**src/rtl/rg_pkg.sv**
```systemverilog
package rg_pkg;

  typedef enum logic [2:0] {
    POL_NONE    = 3'd0,
    POL_BYPASS  = 3'd1,
    POL_WTHRU   = 3'd2,
    POL_WBACK   = 3'd3,
    POL_ISOLATE = 3'd4
  } pol_e;

  typedef enum logic [1:0] {
    CAUSE_NONE  = 2'd0,
    CAUSE_LOAD  = 2'd1,
    CAUSE_STORE = 2'd2,
    CAUSE_FETCH = 2'd3
  } cause_e;

  typedef struct packed {
    logic rd;
    logic wr;
    logic ex;
    pol_e pol;
  } perm_t;

  localparam int ATTR_W = 4;

  function automatic perm_t attr_decode(input logic [ATTR_W-1:0] a, input logic xlate);
    perm_t p;
    p = '{rd: 1'b0, wr: 1'b0, ex: 1'b0, pol: POL_NONE};
    unique case (a)
      4'd0:  p = '{rd: 1'b1, wr: 1'b1, ex: 1'b0, pol: POL_WTHRU};
      4'd1:  p = '{rd: 1'b1, wr: 1'b1, ex: 1'b1, pol: POL_WTHRU};
      4'd2:  p = '{rd: 1'b1, wr: 1'b1, ex: 1'b1, pol: POL_BYPASS};
      4'd3:  p = '{rd: 1'b0, wr: 1'b0, ex: 1'b1, pol: POL_WBACK};
      4'd4:  p = '{rd: 1'b1, wr: 1'b1, ex: 1'b1, pol: POL_WBACK};
      4'd5:  if (xlate) p = '{rd: 1'b1, wr: 1'b1, ex: 1'b1, pol: POL_WBACK};
      4'd14: p = '{rd: 1'b1, wr: 1'b1, ex: 1'b0, pol: POL_ISOLATE};
      default: ;
    endcase
    return p;
  endfunction

  function automatic logic kind_ok(input perm_t p, input logic [1:0] kind);
    case (kind)
      2'd0:    return p.rd;
      2'd1:    return p.wr;
      2'd2:    return p.ex;
      default: return 1'b0;
    endcase
  endfunction

  function automatic cause_e deny_cause(input logic [1:0] kind);
    case (kind)
      2'd0:    return CAUSE_LOAD;
      2'd2:    return CAUSE_FETCH;
      default: return CAUSE_STORE;
    endcase
  endfunction

endpackage

```
**src/rtl/rg_region_table.sv**
```systemverilog
module rg_region_table #(
  parameter int IDX_W = 3
) (
  input  logic             clk,
  input  logic             rst_n,
  input  logic             wr_en,
  input  logic [IDX_W-1:0] wr_idx,
  input  logic [IDX_W-1:0] wr_base,
  input  logic [3:0]       wr_attr,
  input  logic [IDX_W-1:0] rd_idx,
  output logic [IDX_W-1:0] rd_base,
  output logic [3:0]       rd_attr
);
  localparam int NREG = 1 << IDX_W;

  logic [IDX_W-1:0] base_q [NREG];
  logic [3:0]       attr_q [NREG];

  for (genvar i = 0; i < NREG; i++) begin : g_region
    always_ff @(posedge clk) begin
      if (!rst_n) begin
        base_q[i] <= IDX_W'(i);
        attr_q[i] <= 4'd2;
      end else if (wr_en && wr_idx == IDX_W'(i)) begin
        base_q[i] <= wr_base;
        attr_q[i] <= wr_attr;
      end
    end
  end

  assign rd_base = base_q[rd_idx];
  assign rd_attr = attr_q[rd_idx];
endmodule

```
**src/rtl/rg_cattr_reg.sv**
```systemverilog
module rg_cattr_reg #(
  parameter int IDX_W = 3
) (
  input  logic                   clk,
  input  logic                   rst_n,
  input  logic                   we,
  input  logic [(4<<IDX_W)-1:0]  wdata,
  input  logic [IDX_W-1:0]       rd_idx,
  output logic [3:0]             rd_attr
);
  localparam int NREG = 1 << IDX_W;

  logic [(4<<IDX_W)-1:0] cattr_q;

  always_ff @(posedge clk) begin
    if (!rst_n) cattr_q <= {NREG{4'h2}};
    else if (we) cattr_q <= wdata;
  end

  assign rd_attr = cattr_q[{rd_idx, 2'b00} +: 4];
endmodule

```
**src/rtl/rg_access_check.sv**
```systemverilog
module rg_access_check
  import rg_pkg::*;
(
  input  logic [3:0] attr,
  input  logic       xlate,
  input  logic [1:0] kind,
  output perm_t      perm,
  output logic       grant,
  output cause_e     cause
);
  always_comb begin
    perm  = attr_decode(attr, xlate);
    grant = kind_ok(perm, kind);
    cause = grant ? CAUSE_NONE : deny_cause(kind);
  end
endmodule

```
**src/rtl/region_guard.sv**
```systemverilog
module region_guard
  import rg_pkg::*;
#(
  parameter int ADDR_W = 32,
  parameter int IDX_W  = 3
) (
  input  logic                  clk,
  input  logic                  rst_n,
  input  logic                  xlate_mode,
  input  logic                  map_we,
  input  logic [IDX_W-1:0]      map_idx,
  input  logic [IDX_W-1:0]      map_base,
  input  logic [3:0]            map_attr,
  input  logic                  cattr_we,
  input  logic [(4<<IDX_W)-1:0] cattr_wdata,
  input  logic [ADDR_W-1:0]     acc_addr,
  input  logic [1:0]            acc_kind,
  output logic [ADDR_W-1:0]     phys_addr,
  output logic                  acc_grant,
  output logic [1:0]            acc_cause,
  output logic                  perm_rd,
  output logic                  perm_wr,
  output logic                  perm_ex,
  output logic [2:0]            cache_pol
);
  localparam int OFF_W = ADDR_W - IDX_W;

  logic [IDX_W-1:0] region_idx;
  logic [IDX_W-1:0] tbl_base;
  logic [3:0]       tbl_attr;
  logic [3:0]       ca_attr;
  logic [3:0]       sel_attr;
  perm_t            perm_w;
  cause_e           cause_w;

  assign region_idx = acc_addr[ADDR_W-1 -: IDX_W];

  rg_region_table #(.IDX_W(IDX_W)) u_table (
    .clk(clk), .rst_n(rst_n),
    .wr_en(map_we), .wr_idx(map_idx), .wr_base(map_base), .wr_attr(map_attr),
    .rd_idx(region_idx), .rd_base(tbl_base), .rd_attr(tbl_attr)
  );

  rg_cattr_reg #(.IDX_W(IDX_W)) u_cattr (
    .clk(clk), .rst_n(rst_n), .we(cattr_we), .wdata(cattr_wdata),
    .rd_idx(region_idx), .rd_attr(ca_attr)
  );

  assign sel_attr = xlate_mode ? tbl_attr : ca_attr;

  rg_access_check u_check (
    .attr(sel_attr), .xlate(xlate_mode), .kind(acc_kind),
    .perm(perm_w), .grant(acc_grant), .cause(cause_w)
  );

  assign phys_addr = xlate_mode ? {tbl_base, acc_addr[OFF_W-1:0]} : acc_addr;
  assign acc_cause = cause_w;
  assign perm_rd   = perm_w.rd;
  assign perm_wr   = perm_w.wr;
  assign perm_ex   = perm_w.ex;
  assign cache_pol = perm_w.pol;
endmodule

```
**config.mk**
```make
export PLATFORM = sky130hd
export DESIGN_NAME = region_guard
export DESIGN_NICKNAME = d
export VERILOG_FILES = /design/src/rtl/rg_pkg.sv /design/src/rtl/rg_region_table.sv /design/src/rtl/rg_cattr_reg.sv /design/src/rtl/rg_access_check.sv /design/src/rtl/region_guard.sv
export SDC_FILE = /design/constraint.sdc
export NUM_CORES = 1
export LEC_CHECK = 0
export BUFFER_PORTS_ARGS = -buffer_cell sky130_fd_sc_hd__buf_2
export CAP_MARGIN = 0
export CORE_MARGIN = 5
export CORE_UTILIZATION = 48
export DETAILED_ROUTE_END_ITERATION = 8
export PLACE_DENSITY = 0.74
export SETUP_SLACK_MARGIN = 0.5
export SKIP_LAST_GASP = 1
export SLEW_MARGIN = 20
export SYNTH_ARGS = -nofsm -noshare
export SYNTH_HDL_FRONTEND = slang
export SYNTH_SLANG_ARGS = --single-unit
```
**constraint.sdc**
```tcl
create_clock -name clk -period 2.3 [get_ports clk]
set_input_delay 0.23 -clock clk [delete_from_list [all_inputs] [get_ports clk]]
set_output_delay 0.23 -clock clk [all_outputs]
set_load 0.01 [all_outputs]
```
==> summary by stage, run 1 <==
Outcome
The run finished, with violations left. The final reports fail on setup timing.

Setup path
The critical path starts at u_table.attr_q[5][1]. The worst register-to-register path ends at u_cattr.cattr_q[25]. The critical path data arrival time is ~2600 ps. The data required time at the worst endpoint is around 2100 ps.

Of all nets on the critical path, the largest fanout is 5. Walking the worst path, the cells encountered are mux4_2, mux2_4, a22o_1, o211a_4, a311o_1, o2bb2ai_2, buf_2. Following the worst setup path forward leads to its endpoint at acc_cause[1]. The longest individual stage delay on the worst path is approximately 480 ps. The worst register-to-register path has a setup slack of about 1600 ps.

In this run the critical register-to-register path is launched from u_cattr.cattr_q[25]. STA classifies the critical path endpoint as an output pin. The slowest stage of the critical path is the sky130_fd_sc_hd__mux4_2 cell. STA classifies the critical path startpoint as a flip-flop. Measured in cells, the most critical reg-to-reg path has a length of 2. The category of the most critical setup path is flip-flop to output pin.

Pwr
The maximum vdd ir drop is between 0.3 and 0.4 mV. The analysis attributes to net switching a power of a little over 0.0009 W. Total power for the finished layout comes to between 0.003 and 0.004 W. The analysis attributes to cell leakage a power of around 2.1 nW. The part of the total power dissipated in combinational logic is between 15 and 20%. The switching part of the total power is a little over a quarter. The portion of total power attributed to sequential cells is between 50 and 60%. The part of the power in the clock network is around 29%. For this design the ratio of total power to cell area is between 600 and 700 nW/um^2. The cell internal power dissipation is about 0.0025 W.

Job
The number of maximum-capacitance constraint violations is 0.

Floorplanning
The die covers approximately 11000 sq um. From bottom edge to top edge, the die measures around 110 microns. For this design the top-level I/O count stands at around 120.

The area of the core is 9200 sq um. The die boundary width is between 100 and 150 microns. Once the floorplan was initialized, standard cells occupied 49.0% of the core. The row count is 35.

Final layout
From synthesis to final layout, the design area changed by 16.0%. Leaving out fill and tap cells, the most frequent cell in the layout is sky130_fd_sc_hd__buf_2. The final-stage net count is 513. The layout cell share with drive strength beyond 1 is a little over a third. In the layout the commonest cells are sky130_fd_sc_hd__buf_2 (59), sky130_fd_sc_hd__edfxtp_1 (56), sky130_fd_sc_hd__mux2i_1 (40), sky130_fd_sc_hd__buf_4 (40), sky130_fd_sc_hd__and2_1 (37). The count of inserted antenna diode cells is 0.

STA
The maximum clock rate is 350 MHz. Subtracting the final worst setup slack from the clock period gives between 2000 and 3000 ps. The transition at the pin with the smallest max-transition slack is about 810 ps. Setup repair after global routing could not meet its margin everywhere. The post-route fraction of the period consumed by the critical path is 124%. The worst clock skew is 0 ps. Summed over all failing endpoints, the final setup total negative slack is -3970 ps.

The worst slew slack as a fraction of its limit is 45.9%. The max-slew violation count is 0. The number of hold violations in the final report is 0. Setup slack on the critical path of the routed design comes to -557 ps. The number of failing setup endpoints in the final timing report is 9.

Synth
Synthesis instantiated 44 different standard cells from the library. Counting flops and latches in the post-synthesis netlist gives 88. Yosys printed 0 warnings. The portion of the post-synthesis area used by sequential elements is between 50% and 60%. For this run, the leading register cell type out of synthesis is sky130_fd_sc_hd__edfxtp_1.

In the synthesized netlist the async set-or-reset flop fraction comes to 0%. The synthesized instance count is about 370. The mean instance size in the synthesized netlist is 12.3 sq um. The combined area of all synthesized cells is between 4000 and 5000 sq um.

The number of nets handed over by synthesis was 449. In this run, synthesis inferred 56 flip-flops with an integrated enable.

Placed design
Routability-driven placement finished with a final weighted congestion of ~0.80. The post-placement setup slack is -425 ps. The half-perimeter wire length after detailed placement is about 7.3 mm. Buffers placed on the I/O ports in this run total 63.

Clock tree
Counting the buffers created by CTS gives 9. The H-tree was split into 3 levels. For this design, the sink count on the clock tree is slightly below 90. The later pin in the worst-skew pair is clocked with a latency of between 300 and 400 ps.

No sink is reached through more buffers than the 2 on the longest clock path. The CTS tree is yes. The tree is rooted in a sky130_fd_sc_hd__clkbuf_8.

The register clock-pin slew on the reported worst setup and hold paths is approximately 100 ps.

Routing
The routed length per placed instance is around 18 microns. The routed via count divided by cell count is approximately 5.5. The detailed router's first-iteration violation count is around 160. The detail route stage leaves a number of antenna-violating nets equal to 0. The final route contains between 2k and 3k vias. The first-pass iteration count of the detailed router is 4. Summed over all layers, the routed wires come to around 10 mm.

After detailed routing, the number of remaining DRC violations is 0.

Min path
The class of the tightest hold or removal check is input pin to flip-flop.

GRT
The remaining global-route overflow is 0. The via count of the first global-routing pass is between 3k and 4k. The total track usage is 18.1%.

The first global-routing pass estimated ~16 mm of wire. Entering global routing, the biggest net connects 41 pins. The initial antenna violation count is 0.
## power groups by stage
stage | registers (W) | clock network [W] | logic (W)
global placement | 0.00184 | 0 | 0.000554
finish | 0.00181 | 0.00100 | 0.000602
floorplan | 0.00183 | 0 | 0.000407
detailed placement | 0.00185 | 0 | 0.000569
CTS | 0.00181 | 0.00102 | 0.000590
global route | 0.00182 | 0.00110 | 0.000651
## layout make-up
class,count,area [sq um]
clock inverter,6,50.0
sequential,88,2320
inverter,7,26.3
fill,764,3970
tap,111,139
timing repair buffer,103,649
multi-input combinational,223,1920
clock buffer,10,128
## repair_timing
action | in CTS | in global routing
hold buffers | 0 | 0
pin swaps | 3 | 1
endpoints found under the setup margin | 12 | 12
hold endpoints to repair | 0 | 0
setup buffers | 0 | 1
cloned | 0 | 0
gates resized for setup | 9 | 5
## worst max-delay path, delay by kind of cell, from the launching register on
kind            cells  cell delay [ps]
compound gates      4              940
buf+inv             1              140
mux                 2              780
flops               1              400
## kinds of logic (layout without fill, tap and decap cells)
group                  after synthesis  in the layout  share of synthesized area (%)
AND/OR/NAND/NOR                    123            123                           15.6
flip-flops                          88             88                           51.5
multiplexers                        61             61                           18.2
buffers and inverters               57            126                           7.80
AO/OA/AOI/OAI                       39             39                           6.91
## Yosys cell counts (all sizes together) (2+ instances only)
cell / instances / area (sq um)
edfxtp: 56 / 1680
buf: 40 / 288
mux2i: 40 / 400
and2: 37 / 231
dfxtp: 32 / 641
nor2b: 26 / 163
or3: 17 / 106
mux4: 16 / 364
nand2: 13 / 48.8
nor2: 13 / 48.8
clkbuf: 10 / 37.5
nand2b: 9 / 56.3
o21ai: 8 / 40.0
inv: 7 / 26.3
a21oi: 6 / 30.0
mux2: 5 / 56.3
a31oi: 4 / 25.0
nor3: 3 / 15.0
o31ai: 3 / 36.3
a211oi: 2 / 15.0
a221o: 2 / 20.0
a221oi: 2 / 23.8
a32o: 2 / 20.0
nand3b: 2 / 15.0
## worst min-delay path by stage
stage / startpoint / endpoint / depth (start not counted)
global placement: cattr_wdata[29] / u_cattr.cattr_q[29] / 3
floorplan: cattr_wdata[21] / u_cattr.cattr_q[21] / 2
CTS: cattr_wdata[13] / u_cattr.cattr_q[13] / 3
global route: cattr_wdata[1] / u_cattr.cattr_q[1] / 3
finish: cattr_wdata[13] / u_cattr.cattr_q[13] / 3
detailed placement: cattr_wdata[13] / u_cattr.cattr_q[13] / 3
## metrics by stage
stage               instance area (sq um)  std cells  hold WS (ps)  util (%)
floorplan                            4560        368           358         -
global placement                     4980        531           447      54.2
detailed placement                   4980        531           455      54.2
CTS                                  5200        547          75.1      56.6
global route                         5230        548          81.8      56.9
finish                               5230        548          79.8      56.9
## per-layer routing
metal  vias up  wire [microns]  global-route usage [%]  part of all wire (%)
met5         -               0                       0                     0
met4         0             187                    6.39                   1.9
met3        20             446                    3.31                   4.5
met2        81            4910                    29.7                    50
met1      1454            4370                    24.3                    44
li1       1441               -                       -                     -
## flip-flops by register name (all words and copies together), names as in the netlist
name / cells
u_table.attr_q: 32
u_table.base_q: 24
u_cattr.cattr_q: 32
Power figures use the tool's default switching activity.
==> run 2, diff against run 1 <==
--- a/config.mk
+++ b/config.mk
@@ -11,6 +11,7 @@
 export CORE_UTILIZATION = 48
 export DETAILED_ROUTE_END_ITERATION = 8
 export PLACE_DENSITY = 0.74
+export REMOVE_ABC_BUFFERS = 1
 export SETUP_SLACK_MARGIN = 0.5
 export SKIP_LAST_GASP = 1
 export SLEW_MARGIN = 20
==> summary by stage, run 2 (synthesized netlist as in run 1, its figures left out) <==
Floorplanning
The starting utilization of the core area is between 40% and 50%. The floorplan has 35 rows. The area of the core is around 9200 sq um. between 100 and 150 I/O pins were placed. The die boundary width is between 100 and 150 microns. The die boundary height is between 100 and 150 microns. The die area is roughly 11000 sq um.

Final layout
The post-route netlist has a little over a third of its cells at a drive strength greater than 1. The final-stage net count is 517. The library cell used most frequently in the layout, excluding fill and tap cells, is sky130_fd_sc_hd__buf_2. The library cells used most frequently in the layout, excluding fill and tap cells, are sky130_fd_sc_hd__buf_2 (62), sky130_fd_sc_hd__edfxtp_1 (56), sky130_fd_sc_hd__mux2i_1 (40). In the final layout, the multi-input gates occupy ~1900 sq um.

The sequential standard cell area is between 2000 and 2500 sq um. The filler cell count is 785. Relative to the synthesized area, the layout overhead comes to 16.7%. The largest registers in the layout are u_cattr.cattr_q x32, u_table.attr_q x32, u_table.base_q x24. The number of antenna diodes in the final layout is 0.

The area of all placed cells without fillers is around 5300 sq um.

Pwr
VDD sags by at most ~0.34 mV. Power spread over the standard cell area amounts to 662 nW/um^2. The reported leakage power is approximately 2.1 nW.

Setup path
STA puts the critical path data required time at 2070 ps. STA classifies the critical path endpoint as an output pin. Data arrives at the worst endpoint at 2590 ps.

The maximum fanout along the worst path is 5. The worst setup path is launched from a flip-flop. The critical path in this run is classified as flip-flop to output pin.

GRT
The remaining global-route overflow is 0. The pin count of the biggest net entering global routing is 41. The initial antenna violation count was 0. The via count of the first global-routing pass is between 3k and 4k. The total track usage is between 10% and 20%. The wire length of the first global-routing pass is around 17 mm.

Clock tree
The clock net in this run drives a total of 88 sinks. CTS placed an instance of sky130_fd_sc_hd__clkbuf_8 at the clock tree root. In this run the deepest clock path goes through 2 buffers.

The register clock-pin slew on the reported worst setup and hold paths is about 100 ps. The H-tree depth is 3. The CTS tree is yes. The number of CTS-inserted buffers is 9. The clock latency at the later pin of the worst-skew pair is ~370 ps.

Outcome
The checks that failed: setup timing. The flow ran to the end, but the final reports show violations.

STA
Setup violations remaining at the end of the flow were counted as 9. Counting I/O delays and the setup requirement, the final critical path takes between 2000 and 3000 ps. The worst slew slack as a fraction of its limit is between 50% and 60%. The final-layout worst hold slack is a little over 70 ps.

The max-slew violation count is 0. The worst clock skew is 0 ps. Setup repair after global routing could not meet its margin everywhere.

After layout, the worst path uses 123% of the clock period. The number of hold violations in the final report was 0. Timing would allow up to 354 MHz.

The sum of negative setup slack is -3470 ps. After layout, the worst setup slack is -525 ps. For the pin with the worst max-slew slack, the measured transition is roughly 620 ps.

Job
The number of maximum-capacitance constraint violations is 0.

Routing
Detailed routing placed a total of between 5 and 6 mm of wire on met2. The routed via count divided by cell count is around 5.6. The final antenna-violating net count is 0. The detailed router's first-iteration violation count is ~150. The final wirelength is 11.2 mm. The detailed router put a total of 4.73 mm of wire on met1. The routed length per placed instance is 20.3 microns. In the detailed route, the total length drawn on met3 is around 1.1 mm. The detailed router used layers up to and including met4. Summing over every cut layer, the via total after detailed routing is roughly 3.1k. The total DRC errors in the routed layout is 0. For this run, the detailed router's first-pass iteration total came to 6.

Placed design
The global placement routability congestion is between 0.8 and 0.9. The placed standard-cell area is a little under 5000 sq um. The count of buffers added on input and output ports is 63. The half-perimeter wire length after detailed placement is ~8.1 mm.

Min path
The class of the tightest hold or removal check is input pin to flip-flop.
-- run 2: where the power goes --
group | internal, W | total, W | switching (W) | leakage, nW
Combinational | 0.000292 | 0.000584 | 0.000291 | 1.21
Clock | 0.000473 | 0.00108 | 0.000610 | 0.105
Sequential | 0.00178 | 0.00181 | 0.0000378 | 0.812
Total | 0.00254 | 0.00348 | 0.000939 | 2.13
-- run 2: through the flow --
stage | total power [W] | worst slack, ps | std cells | utilization [%]
floorplan | 0.00212 | -83.4 | 318 | -
global placement | 0.00237 | -286 | 528 | 53.5
detailed placement | 0.00239 | -291 | 528 | 53.5
CTS | 0.00347 | -533 | 545 | 56.0
global route | 0.00361 | -652 | 552 | 57.2
finish | 0.00348 | -525 | 552 | 57.2
-- run 2: path summary, 6_finish.rpt --
path,startpoint,endpoint,slack (ps),depth (start not counted)
min reg2reg,u_cattr.cattr_q[9],u_cattr.cattr_q[9],490,2
min,cattr_wdata[5],u_cattr.cattr_q[5],70,3
max reg2reg,u_cattr.cattr_q[21],u_cattr.cattr_q[21],1560,3
max,u_table.attr_q[7][0],acc_cause[1],-520,7
-- run 2: final cells by class --
cell class,count,area share (%)
flip-flops and latches,88,44.1
multi-input cells,223,35.7
repair buffers,107,13.3
clock buffers,10,2.83
well taps,111,2.64
clock inverters,6,0.856
inverters,7,0.500
-- run 2: worst max-delay path, cell delays in order (launching register included) --
cell and delay (ps):
sky130_fd_sc_hd__edfxtp_1 400, sky130_fd_sc_hd__mux4_2 480, sky130_fd_sc_hd__mux2_4 290, sky130_fd_sc_hd__a32o_2 240, sky130_fd_sc_hd__o211a_4 280, sky130_fd_sc_hd__a311o_1 290
sky130_fd_sc_hd__o2bb2ai_1 120, sky130_fd_sc_hd__buf_2 140
-- run 2: timing repair --
item | CTS | global route
setup buffers | 1 | 6
hold buffers | 0 | 0
gates resized for setup | 9 | 9
cloned | 0 | 1
endpoints found under the setup margin | 12 | 12
pin swaps | 5 | 2
-- run 2: metal layers --
layer | GRT usage (%) | vias up
met5 | 0 | -
met1 | 25.7 | 1504
li1 | - | 1456
met3 | 7.22 | 11
met4 | 5.66 | 0
met2 | 31.7 | 130
